$ cat src/rtl/seq_pkg.sv
// Shared types for the rail sequencer.
// Assumes: one state machine per rail, all in one clock domain.
package seq_pkg;

    typedef enum logic [2:0] {
        ST_OFF     = 3'd0,
        ST_DLY_UP  = 3'd1,
        ST_RAMP_UP = 3'd2,
        ST_ON      = 3'd3,
        ST_DLY_DN  = 3'd4,
        ST_RAMP_DN = 3'd5
    } rail_st_e;

endpackage

$ cat src/rtl/seq_run_decode.sv
// Turns global, per-rail and per-group enables into one run request per rail.
// It also spreads each fault request over the rail's group.
// Assumes: group 0 means "no group"; group g>0 is enabled by grp_en[g-1].
module seq_run_decode #(
    parameter int NUM_RAILS = 4,
    parameter int GRP_W     = 2
) (
    input  logic                         seq_en,
    input  logic [NUM_RAILS-1:0]         rail_en,
    input  logic [NUM_RAILS*GRP_W-1:0]   rail_grp,
    input  logic [(1<<GRP_W)-2:0]        grp_en,
    input  logic [NUM_RAILS-1:0]         fault_req,
    output logic [NUM_RAILS-1:0]         run_req,
    output logic [NUM_RAILS-1:0]         flt_hit
);
    localparam int NUM_GRP = 1 << GRP_W;

    logic [NUM_GRP-1:0] grp_on;
    logic [NUM_GRP-1:0] grp_flt;

    assign grp_on = {grp_en, 1'b0};

    // Collect fault requests per nonzero group
    always_comb begin
        grp_flt = '0;
        for (int j = 0; j < NUM_RAILS; j++) begin
            if (rail_grp[j*GRP_W +: GRP_W] != '0)
                grp_flt[rail_grp[j*GRP_W +: GRP_W]] = 1'b1 & (grp_flt[rail_grp[j*GRP_W +: GRP_W]] | fault_req[j]);
        end
    end

    // Per-rail run request and effective fault
    always_comb begin
        for (int i = 0; i < NUM_RAILS; i++) begin
            if (rail_grp[i*GRP_W +: GRP_W] == '0)
                run_req[i] = seq_en & rail_en[i];
            else
                run_req[i] = seq_en & grp_on[rail_grp[i*GRP_W +: GRP_W]];
            flt_hit[i] = fault_req[i] | grp_flt[rail_grp[i*GRP_W +: GRP_W]];
        end
    end

endmodule

$ cat src/rtl/seq_rail_fsm.sv
// One rail's power sequencer: start delay, ramp-up, hold, stop delay, ramp-down.
// It also handles the fault shutdown (fast ramp or immediate drop) and the fault latch.
// Assumes: run_req and flt_hit are synchronous; target is sampled only at ramp-up entry.
module seq_rail_fsm
    import seq_pkg::*;
#(
    parameter int CODE_W   = 8,
    parameter int DLY_W    = 8,
    parameter int RATE_W   = 4,
    parameter int MIN_CODE = 6
) (
    input  logic              clk,
    input  logic              rst_n,
    input  logic              run_req,
    input  logic              flt_hit,
    input  logic              fault_ramp,
    input  logic [DLY_W-1:0]  up_dly,
    input  logic [DLY_W-1:0]  dn_dly,
    input  logic [RATE_W-1:0] up_rate,
    input  logic [RATE_W-1:0] dn_rate,
    input  logic [CODE_W-1:0] target,
    output logic [CODE_W-1:0] ref_code,
    output logic              ramping,
    output logic              pg_ok
);
    localparam logic [CODE_W-1:0] MIN_C = CODE_W'(MIN_CODE);
    localparam logic [CODE_W-1:0] ONE_C = CODE_W'(1);

    rail_st_e          st;
    logic [CODE_W-1:0] code;
    logic [CODE_W-1:0] tgt_q;
    logic [DLY_W-1:0]  dly_cnt;
    logic [RATE_W-1:0] step_cnt;
    logic              fast;
    logic              flt_lat;

    logic [CODE_W-1:0] tgt_eff;
    logic [CODE_W-1:0] code_inc;
    logic [CODE_W-1:0] code_dec;
    logic [RATE_W-1:0] rate_sel;
    logic              step_due;
    logic              flt_take;

    // Clamp target to the minimum set point
    assign tgt_eff  = (target < MIN_C) ? MIN_C : target;
    // Neighbouring codes for stepping
    assign code_inc = code + ONE_C;
    assign code_dec = code - ONE_C;
    // Step pacing for the current ramp direction
    assign rate_sel = (st == ST_RAMP_UP) ? up_rate : dn_rate;
    assign step_due = fast | (step_cnt == rate_sel);
    // A fault acts on any active rail not already in a fast ramp-down
    assign flt_take = flt_hit && (st != ST_OFF) && !((st == ST_RAMP_DN) && fast);

    // Rail state, code and counters
    always_ff @(posedge clk) begin
        if (!rst_n) begin
            st       <= ST_OFF;
            code     <= '0;
            tgt_q    <= '0;
            dly_cnt  <= '0;
            step_cnt <= '0;
            fast     <= 1'b0;
            flt_lat  <= 1'b0;
        end else if (flt_take) begin
            flt_lat  <= 1'b1;
            step_cnt <= '0;
            if ((st == ST_DLY_UP) || !fault_ramp || (code == '0)) begin
                st   <= ST_OFF;
                code <= '0;
                fast <= 1'b0;
            end else begin
                st   <= ST_RAMP_DN;
                fast <= 1'b1;
            end
        end else begin
            case (st)
                ST_OFF: begin
                    fast <= 1'b0;
                    if (flt_hit)
                        flt_lat <= 1'b1;
                    else if (!run_req)
                        flt_lat <= 1'b0;
                    else if (!flt_lat) begin
                        st      <= ST_DLY_UP;
                        dly_cnt <= '0;
                    end
                end
                ST_DLY_UP: begin
                    if (!run_req)
                        st <= ST_OFF;
                    else if (dly_cnt == up_dly) begin
                        st       <= ST_RAMP_UP;
                        step_cnt <= '0;
                        tgt_q    <= tgt_eff;
                    end else
                        dly_cnt <= dly_cnt + 1'b1;
                end
                ST_RAMP_UP: begin
                    if (!run_req) begin
                        st       <= ST_RAMP_DN;
                        step_cnt <= '0;
                        fast     <= 1'b0;
                    end else if (step_due) begin
                        step_cnt <= '0;
                        code     <= code_inc;
                        if (code_inc == tgt_q)
                            st <= ST_ON;
                    end else
                        step_cnt <= step_cnt + 1'b1;
                end
                ST_ON: begin
                    if (!run_req) begin
                        st      <= ST_DLY_DN;
                        dly_cnt <= '0;
                    end
                end
                ST_DLY_DN: begin
                    if (dly_cnt == dn_dly) begin
                        st       <= ST_RAMP_DN;
                        step_cnt <= '0;
                    end else
                        dly_cnt <= dly_cnt + 1'b1;
                end
                ST_RAMP_DN: begin
                    if (code == '0) begin
                        st   <= ST_OFF;
                        fast <= 1'b0;
                    end else if (step_due) begin
                        step_cnt <= '0;
                        code     <= code_dec;
                        if (code_dec == '0) begin
                            st   <= ST_OFF;
                            fast <= 1'b0;
                        end
                    end else
                        step_cnt <= step_cnt + 1'b1;
                end
                default: begin
                    st   <= ST_OFF;
                    code <= '0;
                end
            endcase
        end
    end

    // Registered outputs straight from state
    assign ref_code = code;
    assign ramping  = (st == ST_RAMP_UP) || (st == ST_RAMP_DN);
    assign pg_ok    = (st == ST_ON);


    off_zero_chk: assert property (@(posedge clk) disable iff (!rst_n)
        (st == ST_OFF) |-> (ref_code == '0));


    up_bound_chk: assert property (@(posedge clk) disable iff (!rst_n)
        (st == ST_RAMP_UP) |-> (ref_code < tgt_q));


    rise_step_chk: assert property (@(posedge clk) disable iff (!rst_n)
        (ref_code > $past(ref_code)) |-> (ref_code == $past(ref_code) + ONE_C));


    fall_step_chk: assert property (@(posedge clk) disable iff (!rst_n)
        ((ref_code < $past(ref_code)) && (ref_code != '0)) |-> (ref_code == $past(ref_code) - ONE_C));


    pg_code_chk: assert property (@(posedge clk) disable iff (!rst_n)
        pg_ok |-> (ref_code == tgt_q));


    latch_hold_chk: assert property (@(posedge clk) disable iff (!rst_n)
        (flt_lat && (st == ST_OFF)) |=> (st == ST_OFF));

endmodule

$ cat src/rtl/rail_sequencer.sv
// Top of the multi-rail sequencer: run/fault decode plus one state machine per rail.
// Assumes: all inputs synchronous to clk; per-rail fields packed with rail i at slice i.
module rail_sequencer #(
    parameter int NUM_RAILS = 4,
    parameter int CODE_W    = 8,
    parameter int DLY_W     = 8,
    parameter int RATE_W    = 4,
    parameter int GRP_W     = 2,
    parameter int MIN_CODE  = 6
) (
    input  logic                          clk,
    input  logic                          rst_n,
    input  logic                          seq_en,
    input  logic [NUM_RAILS-1:0]          rail_en,
    input  logic [NUM_RAILS*GRP_W-1:0]    rail_grp,
    input  logic [(1<<GRP_W)-2:0]         grp_en,
    input  logic [NUM_RAILS-1:0]          fault_req,
    input  logic [NUM_RAILS-1:0]          fault_ramp,
    input  logic [NUM_RAILS*DLY_W-1:0]    up_dly,
    input  logic [NUM_RAILS*DLY_W-1:0]    dn_dly,
    input  logic [NUM_RAILS*RATE_W-1:0]   up_rate,
    input  logic [NUM_RAILS*RATE_W-1:0]   dn_rate,
    input  logic [NUM_RAILS*CODE_W-1:0]   target,
    output logic [NUM_RAILS*CODE_W-1:0]   ref_code,
    output logic [NUM_RAILS-1:0]          ramping,
    output logic [NUM_RAILS-1:0]          pg_ok
);
    logic [NUM_RAILS-1:0] run_req;
    logic [NUM_RAILS-1:0] flt_hit;

    seq_run_decode #(
        .NUM_RAILS (NUM_RAILS),
        .GRP_W     (GRP_W)
    ) u_decode (
        .seq_en    (seq_en),
        .rail_en   (rail_en),
        .rail_grp  (rail_grp),
        .grp_en    (grp_en),
        .fault_req (fault_req),
        .run_req   (run_req),
        .flt_hit   (flt_hit)
    );

    for (genvar i = 0; i < NUM_RAILS; i++) begin : g_rail
        seq_rail_fsm #(
            .CODE_W   (CODE_W),
            .DLY_W    (DLY_W),
            .RATE_W   (RATE_W),
            .MIN_CODE (MIN_CODE)
        ) u_fsm (
            .clk        (clk),
            .rst_n      (rst_n),
            .run_req    (run_req[i]),
            .flt_hit    (flt_hit[i]),
            .fault_ramp (fault_ramp[i]),
            .up_dly     (up_dly[i*DLY_W +: DLY_W]),
            .dn_dly     (dn_dly[i*DLY_W +: DLY_W]),
            .up_rate    (up_rate[i*RATE_W +: RATE_W]),
            .dn_rate    (dn_rate[i*RATE_W +: RATE_W]),
            .target     (target[i*CODE_W +: CODE_W]),
            .ref_code   (ref_code[i*CODE_W +: CODE_W]),
            .ramping    (ramping[i]),
            .pg_ok      (pg_ok[i])
        );

        for (genvar j = i + 1; j < NUM_RAILS; j++) begin : g_pair

            grp_match_chk: assert property (@(posedge clk) disable iff (!rst_n)
                ((rail_grp[i*GRP_W +: GRP_W] == rail_grp[j*GRP_W +: GRP_W]) &&
                 (rail_grp[i*GRP_W +: GRP_W] != '0)) |-> (run_req[i] == run_req[j]));

            grp_fault_chk: assert property (@(posedge clk) disable iff (!rst_n)
                ((rail_grp[i*GRP_W +: GRP_W] == rail_grp[j*GRP_W +: GRP_W]) &&
                 (rail_grp[i*GRP_W +: GRP_W] != '0)) |-> (flt_hit[i] == flt_hit[j]));
        end
    end

endmodule

$ cat config.mk
export PLATFORM = sky130hd
export DESIGN_NAME = rail_sequencer
export DESIGN_NICKNAME = d
export VERILOG_FILES = /design/src/rtl/seq_pkg.sv /design/src/rtl/seq_run_decode.sv /design/src/rtl/seq_rail_fsm.sv /design/src/rtl/rail_sequencer.sv
export SDC_FILE = /design/constraint.sdc
export NUM_CORES = 1
export LEC_CHECK = 0
export ABC_AREA = 0
export CAP_MARGIN = 40
export CORE_AREA = 8 8 163 165
export CTS_BUF_LIST = sky130_fd_sc_hd__clkbuf_8
export DETAILED_ROUTE_END_ITERATION = 7
export DIE_AREA = 0 0 171 173
export DONT_BUFFER_PORTS = 1
export GPL_TIMING_DRIVEN = 0
export PLACE_DENSITY_LB_ADDON = 0.12
export SYNTH_ARGS = -nofsm -noshare
export SYNTH_HDL_FRONTEND = slang
export SYNTH_SLANG_ARGS = --single-unit
$ cat constraint.sdc
create_clock -name clk -period 3.7 [get_ports clk]
set_input_delay 0.37 -clock clk [delete_from_list [all_inputs] [get_ports clk]]
set_output_delay 0.37 -clock clk [all_outputs]
set_load 0.005 [all_outputs]
=== Word-level counts from Yosys, hierarchy flattened ===
Cells that the tools add are included.

* Add/sub/neg operators: 16
* $mul: 0
* Divide/modulo/power cells: 0
* $lt $le $gt $ge: 12
* Equality and inequality tests: 148
* Shift-type cells: 0
* Muxes and demuxes: 243
* Bitwise logic cells: 26
* Reductions and logical operators: 112

{| class="wikitable"
|+ Operators with widths
! operator !! count
|-
| $mux 8 || 56
|-
| $mux 3 || 60
|-
| $mux 4 || 32
|-
| $pmux 8 s4 || 4
|-
| $eq 8x8->1 || 12
|-
| $pmux 8 s3 || 4
|-
| $pmux 3 s6 || 4
|-
| $add 8x1->8 const B || 8
|-
| $logic_not 8->1 || 8
|-
| $ne 2x2->1 const B || 32
|-
| $pmux 4 s4 || 4
|-
| $ne 3x1->1 const B || 20
|-
| $ne 3x3->1 const B || 20
|-
| $mux 1 || 56
|-
| $ne 4x4->1 const B || 12
|-
| $reduce_bool 4->1 || 12
|-
| $reduce_and 10->1 || 4
|-
| $reduce_and 9->1 || 4
|-
| $lt 8x3->1 const B || 4
|-
| $ne 2x1->1 const B || 16
|-
| $reduce_and 4->1 || 8
|-
| $sub 8x1->8 const B || 4
|-
| $bmux 1 s2 || 12
|-
| $eq 3x2->1 const B || 8
|-
| other kinds (28) || 153
|}

* Flip-flop bits (word level): 132
* Bits in latches: 0
* Memory bits (writable): 0
* ROM bits: 0
* Input bits: 154
* Output and inout port bits: 40
* Logic and storage cells: 585
* Memories: 0

=== Logic depth before layout (Yosys ltp) ===
Gate-level depths: netlist of the first run.

* Depth after elaboration: 28
* Depth in mapped cells: 11
* Depth with buffers taken out: 10

=== Modules after synthesis ===
Synthesis of the first run repeated with hierarchy kept, for this count alone.

* Cells, all modules: 1,421
* Area, all modules: 11,203.2 µm²

{| class="wikitable"
|+ By module, submodules not included
! module !! instances !! cells an instance !! area each (µm²) !! sequential area each (µm²)
|-
| seq_rail_fsm at g_rail[0].u_fsm ... || 2 || 343 || 2,710.1 || 660.6
|-
| seq_rail_fsm at g_rail[2].u_fsm || 1 || 346 || 2,745.1 || 660.6
|-
| seq_rail_fsm at g_rail[3].u_fsm || 1 || 340 || 2,681.3 || 660.6
|-
| seq_run_decode || 1 || 49 || 356.6 || 0.0
|}

=== Worst setup path before layout of the first run ===
No wires, ideal clock.

* Path kind: reg-to-reg
* Start point: register g_rail[3].u_fsm.ref_code[0] (netlist name)
* End point: register g_rail[3].u_fsm.tgt_q[4]
* Library setup time: 0.130 ns
* Arrival time: 2.828 ns
* Required time: 3.570 ns
* Slack: 0.742 ns
* Stages on the path, launching flop included: 12
* Buffers on the path: 2
* Cell sequence: dfxtp_1 -> clkbuf_1 -> inv_1 -> ha_1 -> xnor2_1 -> nand3_1 -> or4b_1 -> o41ai_1 -> nand4_1 -> clkbuf_1 -> nand3_1 -> o21ai_0

{| class="wikitable"
|+ RTL lines
! element !! RTL line !! source
|-
| to (signal assigned) || seq_rail_fsm.sv:95 || <nowiki>tgt_q <= tgt_eff;</nowiki>
|-
| to (decl) || seq_rail_fsm.sv:31 || <nowiki>logic [CODE_W-1:0] tgt_q;</nowiki>
|}

=== Final worst setup path of the first run ===
* Start point: register g_rail[1].u_fsm.st[1]
* End point: register g_rail[1].u_fsm.code[4]

* Cells in the longest elaborated chain, start to end: 6
* Elaborated cells on any way between the ends: 26
* Those cells by class: eq/ne (12); mux (3); bitwise (1); reduce/logical (10)

{| class="wikitable"
|+ RTL lines
! element !! RTL line !! source
|-
| from (decl) || seq_rail_fsm.sv:29 || <nowiki>rail_st_e st;</nowiki>
|-
| from (signal assigned) || seq_rail_fsm.sv:58 || <nowiki>st <= ST_OFF;</nowiki>
|-
| from (signal assigned) || seq_rail_fsm.sv:69 || <nowiki>st <= ST_OFF;</nowiki>
|-
| from (signal assigned) || seq_rail_fsm.sv:73 || <nowiki>st <= ST_RAMP_DN;</nowiki>
|-
| $eq 3x2->1 or $eq 3x3->1 (tied branches) || seq_rail_fsm.sv:50, seq_rail_fsm.sv:77, seq_rail_fsm.sv:53 ||
|-
| $mux 4 or $logic_and 1x1->1 (tied branches) || seq_rail_fsm.sv:50, seq_rail_fsm.sv:53 ||
|-
| $eq 4x4->1 or $logic_not 1->1 (tied branches) || seq_rail_fsm.sv:51, seq_rail_fsm.sv:53 ||
|-
| $or 1x1->1 or $logic_and 1x1->1 (tied branches) || seq_rail_fsm.sv:51, seq_rail_fsm.sv:53 ||
|-
| $ne 3x1->1 (no source line) (tied with other cells) || - ||
|-
| $reduce_and 6->1 (no source line) || - ||
|-
| to (signal assigned) || seq_rail_fsm.sv:106 || <nowiki>code <= code_inc;</nowiki>
|-
| to (signal assigned) || seq_rail_fsm.sv:131 || <nowiki>code <= code_dec;</nowiki>
|-
| to (decl) || seq_rail_fsm.sv:30 || <nowiki>logic [CODE_W-1:0] code;</nowiki>
|}

Several ways; a longest one is shown, not always the timed one.
A chain may end at the register's enable or synchronous reset.

==> impl_metrics.py, run 1 <==
metrics = {
    "logic_synthesis": {
        "synth_edf_count": 0,
        "yosys.cell_types.count": 89,
        "netlist_instances": 1405,
        "yosysWarningCount": 0,
        "synth_top_family_by_area": "simple AND/OR/NAND/NOR gates",
        "synthXorXnorAreaFrac": 0.1293,
        "synth_nets": 1583,
        "synth_compound_area_frac": 0.2057,
        "synth.avg_cell_area_um2": 7.549,
        "async_reset_ff_frac": 0,
        "seq_area_frac_synth": 0.2491,
        "ys.flop_type": "dfxtp_1",
        "syn_area_um2": 10610,
        "synth-simple-area-share": 0.2760,
        "synthAdderAreaFrac": 0.02926,
        "ys_seq_elements": 132,
        "synthMuxAreaShare": 0.05745,
    },
    "grt": {
        "grt_util_all_layers": 0.2208,
        "grt-ovfl-total": 0,
        "grt_pass1_wl_mm": 53.41,
        "antenna_found_initial": 1,
        "grt_max_degree": 17,
        "grt_pass1_vias": 9990,
    },
    "route": {
        "drtAntennaViolNets": 0,
        "drc": 0,
        "totalWireLength_mm": 33.54,
        "dr.pass1.iters": 6,
        "vias_per_cell": 5.943,
        "drtIter0Drc": 802,
        "wl_per_cell_um": 19.00,
        "vias": 10489,
    },
    "placed_design": {
        "port-buffer-count": 0,
        "place_congestion": 0.9250,
        "place_inst": 1730,
        "dpl.hpwl_mm": 25.86,
    },
    "timing": {
        "grt_setup_unrepaired": "false",
        "finalHoldViolCount": 0,
        "period_needed_ns": 3.359,
        "period_share": 0.9079,
        "fmax_mhz": 297.7,
        "slew_viol_final": 0,
        "tightestPinTransition_ns": 0.9170,
        "setup-tns-final_ns": 0,
        "setup_viol": 0,
        "skew_ns": 0.01798,
        "slew_headroom": 0.3840,
    },
    "outcome": {
        "outcome": "complete, no violations",
    },
    "floorplan": {
        "dieArea_um2": 29580,
        "die_y_um": 173,
        "core_um2": 23960,
        "floorplan.initialDensity": 0.4426,
        "fp-row-count": 57,
        "io_pins": 194,
        "die_w_um": 171,
    },
    "final_layout": {
        "final_nets": 1605,
        "fin_cells": 1765,
        "syn_to_final_growth_pct": 8.269,
        "layout-drive-gt1-share": 0.06250,
        "nFillCells": 2510,
    },
    "worst_setup_path": {
        "crit_type": "reg -> reg",
        "critPathLaunchType": "flop",
        "worstPathRequired_ns": 4.05,
        "ff2ff_path_depth": 9,
        "end_kind": "flop",
        "cp_max_fo": 10,
        "arrival_ns": 3.71,
    },
    "clocking": {
        "worstSkewPairLatency_ns": 0.46,
        "cts_max_level": 4,
        "ctsHoldBuffers": 0,
        "cts_tree": "yes",
        "path_clk_slew_ns": 0.09,
        "root_buffer": "clkbuf_8",
        "cts-buffers-inserted": 17,
        "clockBufferDepth": 2,
        "clock_sinks": 132,
    },
    "power_and_ir_drop": {
        "ir_drop_v": 0.0001786,
        "pwr-share-comb": 0.287,
        "p_per_area_nw_per_um2": 361.7,
        "p_leak_nw": 3.998,
        "p_switching_mw": 1.497,
        "swShare": 0.3604,
        "share_seq_of_total_power": 0.369,
        "internal_power_mw": 2.657,
        "clkPwrFrac": 0.344,
    },
    "hold_path": {
        "hp-class": "in -> reg",
        "hold_path_depth": 2,
    },
    "job": {
        "drv_cap": 0,
    },
}
==> Yosys cell counts, types with 18 or more instances <==
| master | number | area, um^2 |
|---|---|---|
| nand2_1 | 156 | 585.6 |
| dfxtp_1 | 132 | 2643 |
| nor2_1 | 116 | 435.4 |
| xnor2_1 | 101 | 884.6 |
| a21oi_1 | 86 | 430.4 |
| nand3_1 | 83 | 415.4 |
| clkbuf_1 | 73 | 274.0 |
| xor2_1 | 53 | 464.2 |
| inv_1 | 49 | 183.9 |
| o21ai_0 | 49 | 245.2 |
| mux2i_1 | 47 | 470.5 |
| nand4_1 | 33 | 206.5 |
| nand2b_1 | 28 | 175.2 |
| nor3_1 | 28 | 140.1 |
| ha_1 | 24 | 300.3 |
| nor4_1 | 22 | 137.6 |
| o22ai_1 | 22 | 137.6 |
| and3_1 | 20 | 125.1 |
| o211ai_1 | 18 | 135.1 |
==> power by group through the flow <==
stage / Sequential, mW / Clock (mW) / Combinational, mW
after floorplan: 1.55 / 0 / 0.910
after global placement: 1.57 / 0 / 1.17
after detailed placement: 1.57 / 0 / 1.17
after CTS: 1.53 / 1.46 / 1.18
after global routing: 1.55 / 1.51 / 1.30
final: 1.53 / 1.43 / 1.19
==> placed cells by master, fill, tap and decap left out, types with 7 or more instances in the layout <==
master	Yosys	routed
and2_1	8	8
o31ai_1	11	11
nor3b_1	10	10
mux2i_1	47	47
nor3_1	28	28
xor2_1	53	53
and3_1	20	20
nand3_1	83	83
a31oi_1	10	10
nor2_1	116	116
ha_1	24	24
a221oi_1	9	9
nand3b_1	14	14
a21oi_1	86	86
inv_1	49	49
clkbuf_1	73	72
or3_1	12	12
nand4_1	33	33
nor4_1	22	22
nor2b_1	10	10
a311oi_1	7	7
or2_2	8	8
o211ai_1	18	18
buf_4	8	11
dfxtp_1	132	132
o2111ai_1	8	8
o21ai_0	49	48
clkbuf_8	0	18
xnor2_1	101	101
nand2_1	156	156
o41ai_1	8	8
o22ai_1	22	22
nand2b_1	28	28
a211oi_1	9	9
==> per-layer routing <==
metal | wire length (um) | track usage
met5 | 0 | 0
met4 | 502 | 0.06089
met3 | 2757 | 0.05830
met2 | 15220 | 0.3544
met1 | 15060 | 0.2862
==> cell families after synthesis <==
logic type,count (synthesis)
AO/OA/AOI/OAI,319
flip-flops,132
XOR/XNOR,155
multiplexers,54
buffers and inverters,140
adder cells (fa/ha/maj),25
AND/OR/NAND/NOR,580
==> registers in the layout, indices dropped and copies added (netlist names) <==
register and cells:
g_rail.u_fsm.st 12, g_rail.u_fsm.fast 4, g_rail.u_fsm.tgt_q 32, g_rail.u_fsm.dly_cnt 32, g_rail.u_fsm.step_cnt 16, g_rail.u_fsm.ref_code 32
g_rail.u_fsm.flt_lat 4
==> per-stage QoR <==
step	power, mW	hold slack (ns)	utilization	worst slack [ns]	instance area, um^2
floorplan	2.457	0.4322	-	0.7422	10610
global placement	2.738	0.4416	0.4595	0.1155	11010
detailed placement	2.737	0.4464	0.4598	0.1389	11020
CTS	4.169	0.02024	0.4784	0.09791	11460
global route	4.362	0.02319	0.4792	0.07015	11480
finish	4.154	0.04470	0.4792	0.3407	11480
==> repair_timing <==
action / 4_1_cts / 5_1_grt
setup buffers: 0 / 2
hold endpoints to repair: 0 / 0
endpoints found under the setup margin: 0 / 10
resized for setup: 0 / 3
==> final timing paths <==
check                                                          start                                       end  slack (ns)
worst max register to register    g_rail[1].u_fsm.st[1]$_SDFFE_PN0P_  g_rail[1].u_fsm.ref_code[4]$_SDFFE_PN0P_        0.34
worst max-delay path              g_rail[1].u_fsm.st[1]$_SDFFE_PN0P_  g_rail[1].u_fsm.ref_code[4]$_SDFFE_PN0P_        0.34
worst min register to register  g_rail[3].u_fsm.flt_lat$_SDFFE_PN0P_      g_rail[3].u_fsm.flt_lat$_SDFFE_PN0P_        0.46
worst min-delay path                                      target[29]     g_rail[3].u_fsm.tgt_q[5]$_SDFFE_PN0P_        0.04
==> critical path: stages (launching register included) <==
cell and delay [ns]:
dfxtp_1 0.45, nor3b_1 0.52, clkbuf_1 0.48, o2111ai_1 0.18, a32oi_1 0.21, a21o_1 0.23
o22ai_1 0.11, o21ai_0 0.36, nand2_1 0.38, o221a_2 0.37
==> final cells by class <==
type,count,area [um^2],share of cell area
flip-flops and latches,132,2643,0.2301
plain buffers,90,376.6,0.03280
inverters,50,187.7,0.01634
repair buffers,3,22.52,0.001961
clock inverters,14,197.7,0.01722
diodes,1,2.502,0.0002179
clock buffers,18,247.7,0.02157
well taps,324,405.4,0.03530
multi-input cells,1133,7401,0.6445
Note: power is estimated with default switching activity, not from simulation.
==> run 2, diff against run 1 <==
==> constraint.sdc (replaced) <==
create_clock -name clk -period 3.7 [get_ports clk]
set_input_delay 0 -clock clk [delete_from_list [all_inputs] [get_ports clk]]
set_output_delay 0 -clock clk [all_outputs]
set_load 0.005 [all_outputs]
==> impl_metrics.py, run 2 (synthesis results as in run 1) <==
metrics = {
    "outcome": {
        "outcome": "complete, no violations",
    },
    "floorplan": {
        "floorplan.initialDensity": 0.4426,
        "core_um2": 23960,
        "fp-row-count": 57,
        "die_w_um": 171,
        "dieArea_um2": 29580,
        "io_pins": 194,
        "die_y_um": 173,
    },
    "placed_design": {
        "placed_area_um2": 11020,
        "dpl.hpwl_mm": 25.86,
        "place_inst": 1730,
        "place_congestion": 0.9250,
        "port-buffer-count": 0,
    },
    "grt": {
        "grt_util_all_layers": 0.2250,
        "antenna_found_initial": 0,
        "grt_pass1_wl_mm": 54.53,
        "grt-ovfl-total": 0,
        "grt_max_degree": 17,
        "grt_pass1_vias": 10259,
    },
    "timing": {
        "setup_viol": 0,
        "slew_headroom": 0.3707,
        "slew_viol_final": 0,
        "period_needed_ns": 3.404,
        "grt_setup_unrepaired": "false",
        "fmax_mhz": 293.8,
        "tightestPinTransition_ns": 0.9367,
        "period_share": 0.9200,
        "skew_ns": 0.01848,
        "setup-tns-final_ns": 0,
        "finalHoldViolCount": 0,
        "whs_ns": 0.05395,
    },
    "route": {
        "wl_per_cell_um": 18.87,
        "dr.pass1.iters": 5,
        "drtAntennaViolNets": 0,
        "vias": 10647,
        "totalWireLength_mm": 34.16,
        "drc": 0,
        "drtIter0Drc": 855,
        "vias_per_cell": 5.882,
    },
    "final_layout": {
        "final_cell_mix": "156 x nand2_1, 132 x dfxtp_1, 116 x nor2_1, 101 x xnor2_1, 86 x a21oi_1",
        "final_common_cell": "nand2_1",
        "design_area_um2": 11940,
        "fin_cells": 1810,
        "fin_util": 0.4983,
        "syn_to_final_growth_pct": 12.59,
        "nFillCells": 2470,
        "final_nets": 1651,
        "antennaDiodeCount": 0,
        "layout-drive-gt1-share": 0.06057,
    },
    "worst_setup_path": {
        "worstReg2RegStart": "g_rail[1].u_fsm.st[1]$_SDFFE_PN0P_",
        "ff2ff_path_depth": 9,
        "r2r-end": "g_rail[1].u_fsm.ref_code[4]$_SDFFE_PN0P_",
        "cp_max_fo": 10,
        "arrival_ns": 3.75,
        "end_kind": "flop",
        "critPathLaunchType": "flop",
        "crit_type": "reg -> reg",
        "worstPathRequired_ns": 4.05,
        "reg2reg_setup_slack_ns": 0.30,
    },
    "clocking": {
        "clock_sinks": 132,
        "worstSkewPairLatency_ns": 0.46,
        "path_clk_slew_ns": 0.09,
        "clockBufferDepth": 2,
        "root_buffer": "clkbuf_8",
        "cts-buffers-inserted": 17,
        "cts_max_level": 4,
        "cts_tree": "yes",
    },
    "power_and_ir_drop": {
        "p_leak_nw": 4.191,
        "ir_drop_v": 0.0001790,
        "p_per_area_nw_per_um2": 351.3,
    },
    "hold_path": {
        "min_to": "g_rail[2].u_fsm.flt_lat$_SDFFE_PN0P_",
        "min_from": "rail_grp[5]",
        "hp-class": "in -> reg",
        "hold_path_depth": 4,
    },
    "job": {
        "drv_cap": 0,
    },
}
run 2: cell types whose count changed in the layout (fill, tap and decap cells not counted), sizes merged:
cell / delta
diode: -1
dlygate4sd3: +46
run 2: how the worst max path moves through the flow:
stage | startpoint | cells after the start | slack (ns) | to
final | g_rail[1].u_fsm.st[1]$_SDFFE_PN0P_ | 9 | 0.30 | g_rail[1].u_fsm.ref_code[4]$_SDFFE_PN0P_
after global routing | g_rail[2].u_fsm.st[1]$_SDFFE_PN0P_ | 10 | 0.07 | g_rail[2].u_fsm.ref_code[2]$_SDFFE_PN0P_
after CTS | g_rail[3].u_fsm.ref_code[0]$_SDFFE_PN0P_ | 11 | 0.1 | g_rail[3].u_fsm.tgt_q[4]$_SDFFE_PN0P_
after detailed placement | g_rail[3].u_fsm.ref_code[0]$_SDFFE_PN0P_ | 11 | 0.14 | g_rail[3].u_fsm.tgt_q[4]$_SDFFE_PN0P_
after global placement | g_rail[3].u_fsm.ref_code[0]$_SDFFE_PN0P_ | 11 | 0.12 | g_rail[3].u_fsm.tgt_q[4]$_SDFFE_PN0P_
after floorplan | g_rail[3].u_fsm.ref_code[0]$_SDFFE_PN0P_ | 11 | 0.74 | g_rail[3].u_fsm.tgt_q[4]$_SDFFE_PN0P_
run 2: final cells by class:
cell class	instances	area, um^2	share of cell area
plain buffers	90	376.6	0.03154
clock buffers	18	247.7	0.02075
clock inverters	14	197.7	0.01655
inverters	50	187.7	0.01572
multi-input cells	1133	7401	0.6198
flip-flops and latches	132	2643	0.2213
well taps	324	405.4	0.03395
repair buffers	49	483.0	0.04044
run 2: timing repair:
| item | 4_1_cts | 5_1_grt |
|---|---|---|
| endpoints found under the setup margin | 0 | 10 |
| setup buffers | 0 | 2 |
| hold endpoints to repair | 42 | 0 |
| resized for setup | 0 | 3 |
| hold buffers | 46 | 0 |
run 2: worst max-delay path: stages, from the launching register on:
cell and delay [ns]:
dfxtp_1 0.45, nor3b_1 0.52, clkbuf_1 0.49, o2111ai_1 0.18
a32oi_1 0.22, a21o_1 0.24, o22ai_1 0.11, o21ai_0 0.36
nand2_1 0.38, o221a_2 0.37
run 2: power by group:
group          internal (mW)  total [mW]  switching (mW)
sequential              1.47        1.54          0.0664
clock                  0.762        1.43           0.665
combinational          0.453        1.23           0.779
run 2: routing by layer:
| metal | vias up | routed length [um] | track usage | share of wire |
|---|---|---|---|---|
| li1 | 5231 | - | - | - |
| met1 | 5027 | 15440 | 0.2907 | 0.45 |
| met2 | 353 | 15770 | 0.3679 | 0.46 |
| met3 | 36 | 2446 | 0.05238 | 0.072 |
| met4 | 0 | 498 | 0.06053 | 0.015 |
| met5 | - | 0 | 0 | 0 |
run 2: stage by stage:
stage / setup WS, ns / total power, mW
after floorplan: 0.7422 / 2.457
after global placement: 0.1155 / 2.738
after detailed placement: 0.1389 / 2.737
after CTS: 0.09791 / 4.208
after global routing: 0.07015 / 4.406
final: 0.2959 / 4.195
